File: config.mk
export PLATFORM = sky130hd
export DESIGN_NAME = cfpwm14
export DESIGN_NICKNAME = d
export VERILOG_FILES = /design/src/rtl/cfp_pkg.sv /design/src/rtl/cfp_rstsync.sv /design/src/rtl/cfp_tick.sv /design/src/rtl/cfp_regs.sv /design/src/rtl/cfp_gen.sv /design/src/rtl/cfpwm14.sv
export SDC_FILE = /design/constraint.sdc
export NUM_CORES = 1
export LEC_CHECK = 0
export ABC_AREA = 1
export BUFFER_PORTS_ARGS = -buffer_cell sky130_fd_sc_hd__buf_2
export CAP_MARGIN = 40
export CORE_UTILIZATION = 55
export CTS_CLUSTER_SIZE = 30
export DETAILED_ROUTE_END_ITERATION = 8
export PLACE_DENSITY_LB_ADDON = 0.08
export SLEW_MARGIN = 20
export SYNTH_ARGS = -nofsm -noshare
export SYNTH_HDL_FRONTEND = slang
export SYNTH_SLANG_ARGS = --single-unit
File: constraint.sdc
create_clock -name clk -period 4.8 [get_ports clk]
set_input_delay 0.96 -clock clk [delete_from_list [all_inputs] [get_ports clk]]
set_output_delay 0.96 -clock clk [all_outputs]
set_load 0.1 [all_outputs]
File: src/rtl/cfp_pkg.sv
package cfp_pkg;
  typedef enum logic [1:0] {
    SEL_LO   = 2'd0,
    SEL_HI   = 2'd1,
    SEL_CTRL = 2'd2,
    SEL_NONE = 2'd3
  } sel_e;

  typedef struct packed {
    logic en;
    logic inv;
    logic lvl;
  } ctrl_t;
endpackage

File: src/rtl/cfp_rstsync.sv
module cfp_rstsync (
  input  logic clk,
  input  logic rst_n,
  output logic rst_sync_n
);
  logic [1:0] sr_q;
  logic [1:0] sr_d;

  always_comb sr_d = {sr_q[0], 1'b1};

  always_ff @(posedge clk or negedge rst_n) begin
    if (!rst_n) sr_q <= '0;
    else        sr_q <= sr_d;
  end

  assign rst_sync_n = sr_q[1];
endmodule

File: src/rtl/cfp_tick.sv
module cfp_tick #(
  parameter int DIV = 3
) (
  input  logic clk,
  input  logic rst_n,
  output logic tick
);
  localparam int DW = (DIV > 1) ? $clog2(DIV) : 1;

  logic [DW-1:0] div_q;
  logic [DW-1:0] div_d;

  always_comb begin
    tick  = (div_q == DW'(DIV - 1));
    div_d = tick ? '0 : div_q + 1'b1;
  end

  always_ff @(posedge clk or negedge rst_n) begin
    if (!rst_n) div_q <= '0;
    else        div_q <= div_d;
  end

  generate
    if (DIV > 1) begin : g_chk
      // a tick is a single-cycle enable
      assert_tick_spacing_R2: assert property (@(posedge clk) disable iff (!rst_n)
        tick |=> !tick);
    end
  endgenerate
endmodule

File: src/rtl/cfp_regs.sv
module cfp_regs
  import cfp_pkg::*;
#(
  parameter int HALF_W = 7
) (
  input  logic                  clk,
  input  logic                  rst_n,
  input  logic                  wr_en,
  input  logic [1:0]            wr_sel,
  input  logic [HALF_W-1:0]     wr_data,
  output logic [2*HALF_W-1:0]   work,
  output ctrl_t                 ctrl
);
  localparam int SW = 2 * HALF_W;

  logic [SW-1:0] work_q, work_d;
  ctrl_t         ctrl_q, ctrl_d;

  always_comb begin
    work_d = work_q;
    ctrl_d = ctrl_q;
    if (wr_en) begin
      case (sel_e'(wr_sel))
        SEL_LO:   work_d[HALF_W-1:0]  = wr_data;
        SEL_HI:   work_d[SW-1:HALF_W] = wr_data;
        SEL_CTRL: ctrl_d = '{en: wr_data[0], inv: wr_data[1], lvl: wr_data[2]};
        default:  ;
      endcase
    end
  end

  always_ff @(posedge clk or negedge rst_n) begin
    if (!rst_n) begin
      work_q <= '0;
      ctrl_q <= '0;
    end else begin
      work_q <= work_d;
      ctrl_q <= ctrl_d;
    end
  end

  assign work = work_q;
  assign ctrl = ctrl_q;

  // only a control-select write may alter the control word
  assert_ctrl_guard_R8: assert property (@(posedge clk) disable iff (!rst_n)
    !(wr_en && wr_sel == 2'd2) |=> $stable(ctrl_q));
  // a low-half write leaves the high half untouched
  assert_half_keep_R6: assert property (@(posedge clk) disable iff (!rst_n)
    (wr_en && wr_sel == 2'd0) |=> $stable(work_q[SW-1:HALF_W]));
endmodule

File: src/rtl/cfp_gen.sv
module cfp_gen
  import cfp_pkg::*;
#(
  parameter int HALF_W = 7
) (
  input  logic                clk,
  input  logic                rst_n,
  input  logic                tick,
  input  logic [2*HALF_W-1:0] work,
  input  ctrl_t               ctrl,
  output logic                pwm_o
);
  localparam int CW = 2 * HALF_W;

  logic [CW-1:0]     cnt_q, cnt_d;
  logic [CW-1:0]     act_q, act_d;
  logic [HALF_W-1:0] pos, sub, act_lo, act_hi, pick;
  logic              coarse, fine, raw;

  assign pos    = cnt_q[HALF_W-1:0];
  assign sub    = cnt_q[CW-1:HALF_W];
  assign act_lo = act_q[HALF_W-1:0];
  assign act_hi = act_q[CW-1:HALF_W];

  // one-hot trailing-zero decode of the subperiod index, gated by cleared low bits
  for (genvar k = 0; k < HALF_W; k++) begin : g_pick
    if (k == 0) begin : g_first
      assign pick[k] = sub[0] & ~act_lo[0];
    end else begin : g_rest
      assign pick[k] = sub[k] & ~(|sub[k-1:0]) & ~act_lo[k];
    end
  end

  always_comb begin
    cnt_d = tick ? cnt_q + 1'b1 : cnt_q;
    act_d = (tick && (&pos)) ? work : act_q;
    coarse = (pos > act_hi);
    fine   = (pos == '0) && (|pick);
    raw    = coarse | fine;
    pwm_o  = ctrl.en ? (raw ^ ctrl.inv) : ctrl.lvl;
  end

  always_ff @(posedge clk or negedge rst_n) begin
    if (!rst_n) begin
      cnt_q <= '0;
      act_q <= '0;
    end else begin
      cnt_q <= cnt_d;
      act_q <= act_d;
    end
  end

  // counter holds between ticks
  assert_cnt_hold_R2: assert property (@(posedge clk) disable iff (!rst_n)
    !tick |=> $stable(cnt_q));
  // counter steps by one on a tick, wrapping
  assert_cnt_step_R2: assert property (@(posedge clk) disable iff (!rst_n)
    tick |=> cnt_q == CW'($past(cnt_q) + 1'b1));
  // the working copy changes only as a new subperiod begins
  assert_load_edge_R6: assert property (@(posedge clk) disable iff (!rst_n)
    !$stable(act_q) |-> pos == '0);
  // fine pulses sit at position 0 of a nonzero subperiod
  assert_fine_slot_R4: assert property (@(posedge clk) disable iff (!rst_n)
    fine |-> (pos == '0 && sub != '0));
  // coarse pulse is low at the start of every subperiod
  assert_coarse_start_R3: assert property (@(posedge clk) disable iff (!rst_n)
    (pos == '0) |-> !coarse);
endmodule

File: src/rtl/cfpwm14.sv
module cfpwm14
  import cfp_pkg::*;
#(
  parameter int HALF_W = 7,
  parameter int DIV    = 3
) (
  input  logic              clk,
  input  logic              rst_n,
  input  logic              wr_en,
  input  logic [1:0]        wr_sel,
  input  logic [HALF_W-1:0] wr_data,
  output logic              pwm_o
);
  localparam int SW = 2 * HALF_W;

  logic          rst_sync_n;
  logic          tick;
  logic [SW-1:0] work;
  ctrl_t         ctrl;

  cfp_rstsync u_rst (
    .clk        (clk),
    .rst_n      (rst_n),
    .rst_sync_n (rst_sync_n)
  );

  cfp_tick #(.DIV(DIV)) u_tick (
    .clk   (clk),
    .rst_n (rst_sync_n),
    .tick  (tick)
  );

  cfp_regs #(.HALF_W(HALF_W)) u_regs (
    .clk     (clk),
    .rst_n   (rst_sync_n),
    .wr_en   (wr_en),
    .wr_sel  (wr_sel),
    .wr_data (wr_data),
    .work    (work),
    .ctrl    (ctrl)
  );

  cfp_gen #(.HALF_W(HALF_W)) u_gen (
    .clk   (clk),
    .rst_n (rst_sync_n),
    .tick  (tick),
    .work  (work),
    .ctrl  (ctrl),
    .pwm_o (pwm_o)
  );

  // output is low while held in reset
  assert_reset_low_R1: assert property (@(posedge clk) !rst_sync_n |-> !pwm_o);
endmodule

==> reports/metrics.yaml <==
critical_path:
  slowest_delay_ns: 0.48
  r2r-end: "u_gen.cnt_q[10]"
  setup.worst_path.class: "register to output pin"
  cp_cell_sequence: "ha_1, nand2_1, nor2_1, nand4_1, nand2_1, nand2_1, nand2_1, nand3_1, nand2_1, buf_2"
  r2r_start: "u_gen.cnt_q[1]"
  startpoint_type: "register"
  end_kind: "output pin"
  critPathSlowestCell: "dfrtp_1"
  crit_path_max_fanout: 6
  crit_buf_inv: 1
  cp_top_family: "simple AND/OR/NAND/NOR gates"
  r2r_cells: 7
  critPathArrivalTime_ns: 2.13
  crit_required_ns: 3.84
  r2r_slack_ns: 3.16
  crit_top_cell: "nand2_1"
floorplanning:
  rows: 23
  die_w_um: 67.4
  die_h_um: 67.4
  dieArea_um2: 4540
  core_um2: 4060
  io_pins: 13
  start_util: 0.580
final_layout:
  final_area_um2: 2570
  nets: 289
  diodes: 0
  drive_gt1_frac: 0.216
  fin_util: 0.632
  area_growth_pct: 9.04
sta:
  rsz0062_at_grt: "no"
  fin_skew_ns: 0.00846
  fin_crit_sh: 0.645
  finalHoldViolCount: 0
  fin_tns_setup_ns: 0
  worst-slew-pin-transition_ns: 0.514
  final-setup-viol-count: 0
  relSlewSlack: 0.656
  slew_viol_final: 0
  period_needed_ns: 3.09
  holdWs_ns: 0.194
  clock.fmax_mhz: 323
yosys:
  synthArstFlopShare: 1.00
  synth.area.top_cells: "dfrtp_1 (52%), nand2_1 (9.1%), ha_1 (4.8%), inv_1 (4.8%), o21ai_1 (4.7%)"
  syn_nets: 273
  synth-seq-cells: 49
  yosysMostFrequentCell: "nand2_1"
  avgSynthCellArea_um2: 9.34
  synth_top_area_frac: 0.521
  ys_types: 29
  synth_edf_count: 0
  yosysTopAreaCell: "dfrtp_1"
  yosys_warnings: 0
  synth_common_cells: "nand2_1 (57), dfrtp_1 (49), inv_1 (30)"
  syn_area_um2: 2350
  synth_flop_cell: "dfrtp_1"
  synth_cells: 252
  seq_area_frac_synth: 0.521
clocking:
  cts_tree: "built"
  h-tree-depth: 2
  clk_pin_slew_worst_paths_ns: 0.09
  clock_path_buffers: 2
  cts_hold_buf: 0
  postCtsResizedCells: 0
  cts_sinks: 49
  post_cts_buffers: 0
  clkLatencyLatePin_ns: 0.30
  root_buffer: "clkbuf_8"
  numCtsBuffers: 5
status:
  status: "complete, no violations"
power_and_ir_drop:
  vdd_drop_max_mv: 0.177
  cellPowerDensity_nw_per_um2: 318
  leakagePower_nw: 1.33
detailed_routing:
  drc: 0
  drt_first_iter_violations: 81
  wl_per_cell_um: 12.1
  totalWireLength_um: 3870
  avgViaCountPerCell: 4.89
  firstDrtPassIters: 4
  vias: 1559
  drtAntennaViolNets: 0
global_routing:
  grt_max_degree: 33
  antenna_found_initial: 0
  grt_use_total: 0.201
  overflow: 0
  grt_first_pass_wirelength_um: 6600
  grt_pass1_vias: 1480
worst_hold_path:
  hold_path.class: "register to async pin"
placement:
  placed_area_um2: 2450
  port_buffers: 12
  gp_congestion: 0.803
  dp_hpwl_um: 2810
run:
  cap_violations: 0
==> worst max-delay path by stage <==
stage	to	start	cells past startpoint	slack, ns
floorplan	pwm_o	u_gen.cnt_q[6]	9	1.94
global placement	pwm_o	u_gen.cnt_q[6]	10	2.05
detailed placement	pwm_o	u_gen.cnt_q[6]	10	2.02
CTS	pwm_o	u_gen.cnt_q[6]	10	1.69
global route	pwm_o	u_gen.cnt_q[6]	10	1.55
finish	pwm_o	u_gen.cnt_q[6]	10	1.71
==> power by group <==
group	total [mW]	switching [mW]	internal, mW
clock network	0.303	0.144	0.159
logic	0.0578	0.0387	0.0191
registers	0.456	0.0195	0.436
total	0.816	0.202	0.614
==> placed cells by master (no fill, tap or decap), types with 2 or more instances in the layout <==
cell,synthesis,routed
clkbuf_8,0,5
buf_2,0,12
a21oi_1,3,3
o21ai_2,6,6
inv_2,5,5
nor2_1,11,11
nand3_1,11,11
o21ai_1,22,22
dfrtp_1,49,48
inv_6,0,2
nand2_1,57,57
nand4_1,3,3
xor2_1,10,10
ha_1,9,9
nand3_2,2,2
nand2_2,17,17
inv_1,30,30
==> final cells by class <==
class | count | area [µm²]
flip-flops and latches | 49 | 1230
repair buffers | 13 | 80.1
well taps | 50 | 62.6
fillers | 340 | 1490
clock buffers | 5 | 68.8
clock inverters | 3 | 47.5
inverters | 37 | 144
multi-input cells | 162 | 936
==> kinds of logic (layout without fill, tap and decap cells) <==
family	count (synthesis)	after routing	share of synthesized area
buffers and inverters	41	58	0.0813
AO/OA/AOI/OAI	33	33	0.0819
AND/OR/NAND/NOR	108	108	0.225
other	1	1	0.00159
adder cells (fa/ha/maj)	9	9	0.0478
flip-flops	49	49	0.521
XOR/XNOR	11	11	0.0409
==> state kept, by name (all words and copies together), names as in the netlist <==
| name | flops |
|---|---|
| u_gen.cnt_q | 14 |
| u_rst.sr_q | 2 |
| u_tick.div_q | 2 |
| u_regs.ctrl | 3 |
| u_gen.act_q | 14 |
| u_regs.work | 14 |
==> layer usage <==
layer,track usage,vias to the layer above,routed length (µm)
met4,0.0718,0,45
met2,0.311,24,1750
met1,0.272,704,1960
met5,0,-,0
li1,-,827,-
met3,0.0507,4,109
==> stage by stage <==
step / worst slack [ns] / std cells / total power, mW
3_3_place_gp: 2.05 / 310 / 0.518
2_1_floorplan: 1.94 / 252 / 0.502
4_1_cts: 1.69 / 319 / 0.824
5_1_grt: 1.55 / 319 / 0.853
6_report: 1.71 / 319 / 0.816
3_5_place_dp: 2.02 / 311 / 0.523
(Power assumes the default switching activity.)
